`config.mk`:
```
export PLATFORM = sky130hd
export DESIGN_NAME = mwh_host
export DESIGN_NICKNAME = d
export VERILOG_FILES = /design/src/rtl/mwh_pkg.sv /design/src/rtl/mwh_sclk_gen.sv /design/src/rtl/mwh_ctrl.sv /design/src/rtl/mwh_datapath.sv /design/src/rtl/mwh_host.sv
export SDC_FILE = /design/constraint.sdc
export NUM_CORES = 1
export LEC_CHECK = 0
export ABC_AREA = 1
export ABC_CLOCK_PERIOD_IN_PS = 1320
export BUFFER_PORTS_ARGS = -buffer_cell sky130_fd_sc_hd__buf_2
export CAP_MARGIN = 40
export CORE_MARGIN = 1
export CORE_UTILIZATION = 45
export CTS_CLUSTER_DIAMETER = 80
export DETAILED_ROUTE_END_ITERATION = 8
export GPL_TIMING_DRIVEN = 0
export PLACE_DENSITY_LB_ADDON = 0.15
export SLEW_MARGIN = 20
export SYNTH_ARGS = -nofsm -noshare
export SYNTH_HDL_FRONTEND = slang
export SYNTH_SLANG_ARGS = --single-unit
```
`constraint.sdc`:
```
create_clock -name clk -period 1.32 [get_ports clk]
set_clock_uncertainty 0.1 [all_clocks]
set_input_delay 0.198 -clock clk [delete_from_list [all_inputs] [get_ports clk]]
set_output_delay 0.198 -clock clk [all_outputs]
set_load 0.01 [all_outputs]
```
`src/rtl/mwh_pkg.sv`:
```
package mwh_pkg;
  // Per-cycle commands from the sequencer to the datapath.
  typedef struct packed {
    logic loadTx;     // latch start marker plus configuration
    logic shiftTx;    // present next outgoing bit
    logic releaseTx;  // stop driving the outgoing line
    logic capMsb;     // take one bit of the first copy
    logic capLsb;     // take one bit of the replayed copy
    logic deliver;    // publish result and comparison outcome
  } mwhStrobe_t;
endpackage

```
`src/rtl/mwh_sclk_gen.sv`:
```
module mwh_sclk_gen #(
  parameter int CLK_DIV = 4
) (
  input  logic clk,
  input  logic rstN,
  input  logic run,
  output logic serClk,
  output logic riseNow,
  output logic fallNow
);
  localparam int HALF = CLK_DIV / 2;
  localparam int CW = (HALF > 1) ? $clog2(HALF) : 1;
  localparam logic [CW-1:0] kLast = CW'(HALF - 1);

  logic [CW-1:0] divCnt;
  logic wrap;

  assign wrap = (divCnt == kLast);

  always_ff @(posedge clk or negedge rstN) begin
    if (!rstN) begin
      divCnt <= '0;
      serClk <= 1'b0;
    end else if (!run) begin
      divCnt <= '0;
      serClk <= 1'b0;
    end else if (wrap) begin
      divCnt <= '0;
      serClk <= ~serClk;
    end else begin
      divCnt <= divCnt + 1'b1;
    end
  end

  // Edge markers are valid in the system cycle whose closing edge moves serClk.
  assign riseNow = run & wrap & ~serClk;
  assign fallNow = run & wrap & serClk;
endmodule

```
`src/rtl/mwh_ctrl.sv`:
```
module mwh_ctrl
  import mwh_pkg::*;
#(
  parameter int CLK_DIV = 4,
  parameter int DATA_W  = 8,
  parameter int CFG_W   = 2
) (
  input  logic       clk,
  input  logic       rstN,
  input  logic       startReq,
  input  logic       riseNow,
  input  logic       fallNow,
  output logic       run,
  output logic       csN,
  output logic       busy,
  output mwhStrobe_t strobe
);
  localparam int PRE_BITS   = 1 + CFG_W;
  localparam int RISE_TOTAL = PRE_BITS + 1 + DATA_W + (DATA_W - 1);
  localparam int BW = $clog2(RISE_TOTAL + 1);
  localparam int GW = $clog2(CLK_DIV + 1);

  localparam logic [BW-1:0] kPre      = BW'(PRE_BITS);
  localparam logic [BW-1:0] kMsbFirst = BW'(PRE_BITS + 1);
  localparam logic [BW-1:0] kMsbLast  = BW'(PRE_BITS + DATA_W);
  localparam logic [BW-1:0] kLsbFirst = BW'(PRE_BITS + DATA_W + 1);
  localparam logic [BW-1:0] kLsbLast  = BW'(RISE_TOTAL - 1);
  localparam logic [BW-1:0] kTotal    = BW'(RISE_TOTAL);
  localparam logic [GW-1:0] kGapLast  = GW'(CLK_DIV - 1);

  typedef enum logic [1:0] {
    ST_IDLE,
    ST_RUN,
    ST_GAP
  } mwhState_t;

  mwhState_t state;
  logic [BW-1:0] riseCnt;   // rising edges already issued
  logic [GW-1:0] gapCnt;

  always_comb begin
    strobe = '0;
    strobe.loadTx    = (state == ST_IDLE) && startReq;
    strobe.shiftTx   = (state == ST_RUN) && fallNow &&
                       (riseCnt >= BW'(1)) && (riseCnt < kPre);
    strobe.releaseTx = (state == ST_RUN) && fallNow && (riseCnt == kPre);
    strobe.capMsb    = (state == ST_RUN) && riseNow &&
                       (riseCnt >= kMsbFirst) && (riseCnt <= kMsbLast);
    strobe.capLsb    = (state == ST_RUN) && riseNow &&
                       (riseCnt >= kLsbFirst) && (riseCnt <= kLsbLast);
    strobe.deliver   = (state == ST_GAP) && (gapCnt == kGapLast);
  end

  always_ff @(posedge clk or negedge rstN) begin
    if (!rstN) begin
      state   <= ST_IDLE;
      run     <= 1'b0;
      csN     <= 1'b1;
      busy    <= 1'b0;
      riseCnt <= '0;
      gapCnt  <= '0;
    end else begin
      unique case (state)
        ST_IDLE: begin
          if (startReq) begin
            state   <= ST_RUN;
            run     <= 1'b1;
            csN     <= 1'b0;
            busy    <= 1'b1;
            riseCnt <= '0;
          end
        end
        ST_RUN: begin
          if (riseNow) begin
            riseCnt <= riseCnt + 1'b1;
          end
          if (fallNow && (riseCnt == kTotal)) begin
            state  <= ST_GAP;
            run    <= 1'b0;
            csN    <= 1'b1;
            gapCnt <= '0;
          end
        end
        ST_GAP: begin
          if (gapCnt == kGapLast) begin
            state <= ST_IDLE;
            busy  <= 1'b0;
          end else begin
            gapCnt <= gapCnt + 1'b1;
          end
        end
        default: state <= ST_IDLE;
      endcase
    end
  end
endmodule

```
`src/rtl/mwh_datapath.sv`:
```
module mwh_datapath
  import mwh_pkg::*;
#(
  parameter int DATA_W = 8,
  parameter int CFG_W  = 2
) (
  input  logic              clk,
  input  logic              rstN,
  input  mwhStrobe_t        strobe,
  input  logic [CFG_W-1:0]  cfgSel,
  input  logic              serIn,
  output logic              serOut,
  output logic              serOutEn,
  output logic [DATA_W-1:0] resultData,
  output logic              resultValid,
  output logic              resultErr
);
  localparam int RW = DATA_W - 1;

  logic [CFG_W:0]    txReg;
  logic [DATA_W-1:0] msbReg;
  logic [RW-1:0]     lsbReg;   // lsbReg[i] holds replayed result bit i+1
  logic [RW-1:0]     bitDiff;
  logic              mismatch;

  assign serOut = txReg[CFG_W];

  always_ff @(posedge clk or negedge rstN) begin
    if (!rstN) begin
      txReg    <= '0;
      serOutEn <= 1'b0;
    end else if (strobe.loadTx) begin
      txReg    <= {1'b1, cfgSel};
      serOutEn <= 1'b1;
    end else if (strobe.releaseTx) begin
      txReg    <= '0;
      serOutEn <= 1'b0;
    end else if (strobe.shiftTx) begin
      txReg    <= {txReg[CFG_W-1:0], 1'b0};
    end
  end

  always_ff @(posedge clk or negedge rstN) begin
    if (!rstN) begin
      msbReg <= '0;
      lsbReg <= '0;
    end else if (strobe.loadTx) begin
      msbReg <= '0;
      lsbReg <= '0;
    end else begin
      if (strobe.capMsb) msbReg <= {msbReg[DATA_W-2:0], serIn};
      if (strobe.capLsb) lsbReg <= {serIn, lsbReg[RW-1:1]};
    end
  end

  for (genvar i = 0; i < RW; i++) begin : g_cmp
    assign bitDiff[i] = lsbReg[i] ^ msbReg[i+1];
  end
  assign mismatch = |bitDiff;

  always_ff @(posedge clk or negedge rstN) begin
    if (!rstN) begin
      resultData  <= '0;
      resultValid <= 1'b0;
      resultErr   <= 1'b0;
    end else begin
      resultValid <= strobe.deliver;
      resultErr   <= strobe.deliver & mismatch;
      if (strobe.deliver) resultData <= msbReg;
    end
  end
endmodule

```
`src/rtl/mwh_host.sv`:
```
module mwh_host
  import mwh_pkg::*;
#(
  parameter int CLK_DIV = 4,   // even, at least 2
  parameter int DATA_W  = 8,
  parameter int CFG_W   = 2
) (
  input  logic              clk,
  input  logic              rstN,
  input  logic              startReq,
  input  logic [CFG_W-1:0]  cfgSel,
  output logic              busy,
  output logic              resultValid,
  output logic [DATA_W-1:0] resultData,
  output logic              resultErr,
  output logic              csN,
  output logic              serClk,
  output logic              serOut,
  output logic              serOutEn,
  input  logic              serIn
);
  mwhStrobe_t strobe;
  logic run;
  logic riseNow;
  logic fallNow;

  mwh_sclk_gen #(.CLK_DIV(CLK_DIV)) u_sclk (
    .clk     (clk),
    .rstN    (rstN),
    .run     (run),
    .serClk  (serClk),
    .riseNow (riseNow),
    .fallNow (fallNow)
  );

  mwh_ctrl #(.CLK_DIV(CLK_DIV), .DATA_W(DATA_W), .CFG_W(CFG_W)) u_ctrl (
    .clk      (clk),
    .rstN     (rstN),
    .startReq (startReq),
    .riseNow  (riseNow),
    .fallNow  (fallNow),
    .run      (run),
    .csN      (csN),
    .busy     (busy),
    .strobe   (strobe)
  );

  mwh_datapath #(.DATA_W(DATA_W), .CFG_W(CFG_W)) u_dp (
    .clk         (clk),
    .rstN        (rstN),
    .strobe      (strobe),
    .cfgSel      (cfgSel),
    .serIn       (serIn),
    .serOut      (serOut),
    .serOutEn    (serOutEn),
    .resultData  (resultData),
    .resultValid (resultValid),
    .resultErr   (resultErr)
  );
endmodule

```
Yosys cells after proc, flatten, opt, wreduce, memory -nomap -nowiden
Cells that the tools add are included.
W data, S select, Z words.

word-level totals
  word-level logic and storage cells = 104
  register bits after elaboration = 44
  output and inout port bits = 15

operators by class
  $add $sub $neg = 3
  multiplexer cells = 31
  bitwise logic cells = 12
  equality and inequality tests = 11
  reduce and logical (&&, ||, !) cells = 26
  order comparisons = 6

operators by type and width
  operator               count
  $mux W8                2
  $mux W3                5
  $reduce_and A3 Y1      5
  $mux W7                2
  $logic_and A1 B1 Y1    12
  $reduce_bool A2 Y1     6
  $mux W1                11
  $mux W5                2
  $ne A2 B2 Y1 const B   5
  $pmux W5 S2            1
  $reduce_or A7 Y1       1
  $xor A1 B1 Y1          7
  $mux W2                3
  $pmux W1 S2            3
  $pmux W2 S3            1
  $pmux W3 S2            1
  $add A5 B1 Y5 const B  1
  $eq A5 B2 Y1 const B   1
  $eq A5 B5 Y1 const B   1
  $ge A5 B1 Y1 const B   1
  $ge A5 B3 Y1 const B   1
  $ge A5 B4 Y1 const B   1
  $le A5 B4 Y1 const B   1
  $le A5 B5 Y1 const B   1
  11 further kinds       14

Logic depth before layout (Yosys ltp)
  depth after elaboration = 8
  gate-level depth with buffers = 9

Modules after synthesis
From an unflattened synthesis, not the netlist that was laid out.

second synthesis, totals
  cells, all modules = 249
  area total of the unflattened synthesis = 2,105.8 sq um

modules (own cells, without submodules)
  module        area an instance (sq um)  seq. area each (sq um)  times used  cells an instance
  mwh_datapath  1,260.0                   725.7                   1           143
  mwh_ctrl      755.7                     326.6                   1           94
  mwh_sclk_gen  90.1                      50.0                    1           12

Worst setup path after synthesis
No wires, ideal clock.

  kind = register to register
  start point = register u_ctrl.gapCnt[0]
  end point = register u_dp.resultData[3]
  clock period less this slack = 1.425 ns
  cell stages (with the launch flop) = 8
  path slack = -0.105 ns
  arrival time = 1.204 ns
  required time = 1.099 ns
  cell sequence = dfrtp_1 ha_1 ha_1 inv_1 nor2_2 inv_2 buf_2 o21ai_1

RTL lines
  item                    RTL line            text
  from (decl)             mwh_ctrl.sv:39      logic [GW-1:0] gapCnt;
  from (signal assigned)  mwh_ctrl.sv:89      gapCnt <= gapCnt + 1'b1;
  to (signal assigned)    mwh_datapath.sv:69  if (strobe.deliver) resultData <= msbReg;
  to (decl)               mwh_datapath.sv:14  output logic [DATA_W-1:0] resultData,

Worst setup path after layout
  start point = register u_ctrl.riseCnt[0]
  end point = register u_dp.txReg[1]

on the way
  longest elaborated chain between the ends = 4
  elaborated cells on any way between the ends = 9
  those cells by class = order compare: 2; eq/ne: 1; mux: 2; reduce/logical: 4

ends and longest elaborated chain
  item                                                                   RTL line                            text
  from (decl)                                                            mwh_ctrl.sv:38                      logic [BW-1:0] riseCnt;
  from (signal assigned)                                                 mwh_ctrl.sv:75                      riseCnt <= riseCnt + 1'b1;
  $ge A5 B1 Y1 / $eq A5 B2 Y1 (equally long branches)                    mwh_ctrl.sv:45, mwh_ctrl.sv:46
  $logic_and A1 B1 Y1 (on tied branches)                                 mwh_ctrl.sv:44, mwh_ctrl.sv:46
  $logic_and A1 B1 Y1 / $mux W3 (equally long branches)                  mwh_ctrl.sv:45, mwh_datapath.sv:35
  $reduce_bool A3 Y1 (no source line) / $mux W3 (equally long branches)  n/a
  to (signal assigned)                                                   mwh_datapath.sv:33                  txReg <= {1'b1, cfgSel};
  to (signal assigned)                                                   mwh_datapath.sv:39                  txReg <= {txReg[CFG_W-1:0], 1'b0};
  to (decl)                                                              mwh_datapath.sv:20                  logic [CFG_W:0] txReg;

Several ways; a longest one is shown, not always the timed one.
A chain may end at the register's enable or synchronous reset.

==> out/metrics.yaml <==
portBuffers: 20
synth_cells: 256
gr-total-overflow: 0
place_area_um2: 2490
drc: 0
cp.arrival_ns: 1.54
drtPass1Iterations: 4
die_height_um: 72.63
avgSynthCellArea_um2: 8.768
fill_cells: 389
instances_no_fill: 370
pin_count: 21
die_x_um: 72.63
vias_per_cell: 4.805
critical_path_peak_fanout: 6
synth_enable_flop_cells: 0
rsz0062_at_grt: "true"
worstSetupPathType: "reg -> reg"
cts_num_sinks: 44
worst_slack_ns: -0.1133
yosys.area.top_type_share: 0.4794
place_hpwl_mm: 2.953
dp.cells: 344
cp.required_ns: 1.42
areaGrowthSynthToFinish_pct: 33.05
yosys_warnings: 0
start_util: 0.4721
std_cell_rows: 25
ys.flop_type: "dfrtp_1"
setup_violations: 29
final_core_util: 0.6282
cts_tree: "done"
seq_power_share: 0.357
cp-start-kind: "register"
ys_ff_latch: 44
finalMaxSlewViolations: 0
coreArea_um2: 4755
wl_per_cell_um: 12.72
power_switching_mw: 2.158
fin_nets: 313
clockBufferDepth: 2
violations: "setup timing"
yosysTopAreaCell: "dfrtp_1"
cap_violations: 0
hold_viol: 0
status: "complete, but fails checks"
p_int_mw: 3.236
n_antenna_cell: 0
syn-cell-area_um2: 2245
synth.area.top_cells: "dfrtp_1 48%, nand2_1 12%, nand3_1 6.0%, inv_1 3.8%, nor2_1 2.8%"
grt_pass1_wl_mm: 7.438
worstSkewPairLatency_ns: 0.31
cts_made_buffers: 5
fin_crit_ns: 1.433
h-tree-depth: 2
ir_worst_vdd_mv: 0.7973
combPwrFrac: 0.441
slew_headroom: 0.6276
p_clk_frac: 0.201
grt_max_degree: 24
cts.clk_slew.worst_paths_ns: 0.09
dr.first_iter.drc_count: 101
yosysSeqAreaShare: 0.4911
max_freq_mhz: 697.7
routed_wirelength_mm: 4.707
synth.top_cells.by_count: "73 x nand2_1, 43 x dfrtp_1, 27 x nand3_1"
synth_async_sr_flop_share: 1.000
switching_share: 0.4000
vias: 1778
gp_congestion: 0.7400
design.die.area_um2: 5274
synthesis.nets: 267
drive_gt1_frac: 0.4686
hp-class: "in -> reg"
finalCritPeriodShare: 1.086
end_kind: "register"
grt_util_all_layers: 0.1866
powerDensity_nw_per_um2: 1806
synthMostInstantiatedCell: "nand2_1"
synth.distinct_cells: 30
final_cell_area_um2: 2987
grt_pass1_vias: 1651
root_buffer: "clkbuf_8"
grt_antenna_before_repair: 0
ant_nets: 0
worst_pin_slew_ns: 0.5586
leakagePower_nw: 1.443
==> layout by cell type (no fill, tap or decap), types with 2 or more instances in the layout <==
| master | synthesis | final |
|---|---|---|
| xor2_1 | 2 | 2 |
| buf_2 | 2 | 20 |
| nand3_2 | 2 | 6 |
| nand2_4 | 4 | 4 |
| buf_6 | 2 | 6 |
| ha_2 | 0 | 3 |
| nand4_1 | 2 | 2 |
| o21ai_0 | 5 | 2 |
| inv_6 | 0 | 2 |
| o21ai_1 | 8 | 3 |
| inv_1 | 23 | 18 |
| nor2_1 | 17 | 11 |
| dfrtp_2 | 0 | 5 |
| buf_4 | 0 | 13 |
| ha_4 | 0 | 2 |
| o21ai_2 | 0 | 8 |
| nand2_1 | 73 | 49 |
| nand2_8 | 0 | 2 |
| xnor2_1 | 7 | 7 |
| nand3_1 | 27 | 22 |
| nor2_4 | 2 | 4 |
| nand3_4 | 1 | 2 |
| nor2_2 | 9 | 13 |
| nand2_2 | 2 | 24 |
| inv_4 | 2 | 2 |
| nor3_1 | 2 | 2 |
| inv_2 | 5 | 8 |
| buf_12 | 0 | 2 |
| nor2_8 | 3 | 3 |
| a21oi_1 | 2 | 2 |
| dfrtp_1 | 43 | 38 |
| clkbuf_8 | 0 | 5 |
==> cell families after synthesis <==
logic type,synth area share
fa+ha+maj,0.02787
xor+xnor,0.03512
flops,0.4911
buf+inv,0.06689
simple gates,0.3283
compound gates,0.05073
==> final cells by class <==
class                   instances  area, µm²  share of cell area
well taps                      67      83.83             0.02807
clock buffers                   5      68.82             0.02304
multi-input cells             178       1206              0.4039
plain buffers                   4      45.04             0.01508
clock inverters                 3      46.29             0.01550
repair buffers                 39      297.8             0.09971
inverters                      30      130.1             0.04357
flip-flops and latches         44       1109              0.3712
==> timing repair <==
item | 4_1_cts | 5_1_grt
cloned | 1 | 0
endpoints found under the setup margin | 38 | 38
pin swaps | 13 | 21
hold buffers | 1 | 0
hold endpoints to repair | 21 | 0
setup buffers | 13 | 3
resized for setup | 26 | 43
==> critical path: stages, from the launching register on <==
cell     delay (ns)
dfrtp_2        0.48
ha_4           0.20
nand2_2        0.10
nor2_2         0.05
a21oi_2        0.19
nand2_1        0.10
nand2_1        0.07
nand2_1        0.04
==> power by group through the flow <==
stage	Combinational (mW)	Sequential, mW	Clock, mW
finish	2.38	1.93	1.09
global route	2.62	1.96	1.16
CTS	2.10	1.91	1.10
detailed placement	1.72	1.91	0
global placement	1.68	1.90	0
floorplan	1.35	1.89	0
==> path summary, 6_finish.rpt <==
path                       depth (start not counted)               from  slack (ns)                 to
setup / recovery                                   7  u_ctrl.riseCnt[0]       -0.11      u_dp.txReg[1]
hold / removal                                     3          cfgSel[0]        0.03      u_dp.txReg[0]
setup reg to reg                                   7  u_ctrl.riseCnt[0]       -0.11      u_dp.txReg[1]
hold reg to reg                                    2         u_ctrl.csN        0.37         u_ctrl.csN
max in group asynchronous                          3               rstN        0.28  u_ctrl.riseCnt[1]
min in group asynchronous                          2               rstN        0.32     u_dp.msbReg[2]
==> metrics by stage <==
stage / setup TNS, ns / hold WS (ns) / power, mW / setup slack, ns
final: -1.755 / 0.02622 / 5.394 / -0.1133
after global routing: -4.197 / 0.03324 / 5.743 / -0.1847
after CTS: -1.000 / 0.01907 / 5.120 / -0.07699
after detailed placement: -3.544 / 0.1215 / 3.621 / -0.1584
after global placement: -3.291 / 0.3150 / 3.580 / -0.1519
after floorplan: -0.3070 / -0.1976 / 3.233 / -0.03305
==> metal layers <==
metal	GRT usage	part of all wire	vias to the layer above
met3	0.04558	0.041	6
met2	0.2949	0.47	42
met5	0	0	-
met4	0.07190	0.013	0
li1	-	-	895
met1	0.2480	0.47	835
==> sequential cells by signal (all words and copies together), names as in the netlist, 2 cells and up <==
signal,count
u_ctrl.state,2
u_dp.txReg,3
u_dp.lsbReg,7
u_ctrl.gapCnt,3
u_dp.resultData,8
u_dp.msbReg,8
u_ctrl.riseCnt,5
Power figures use the tool's default switching activity.
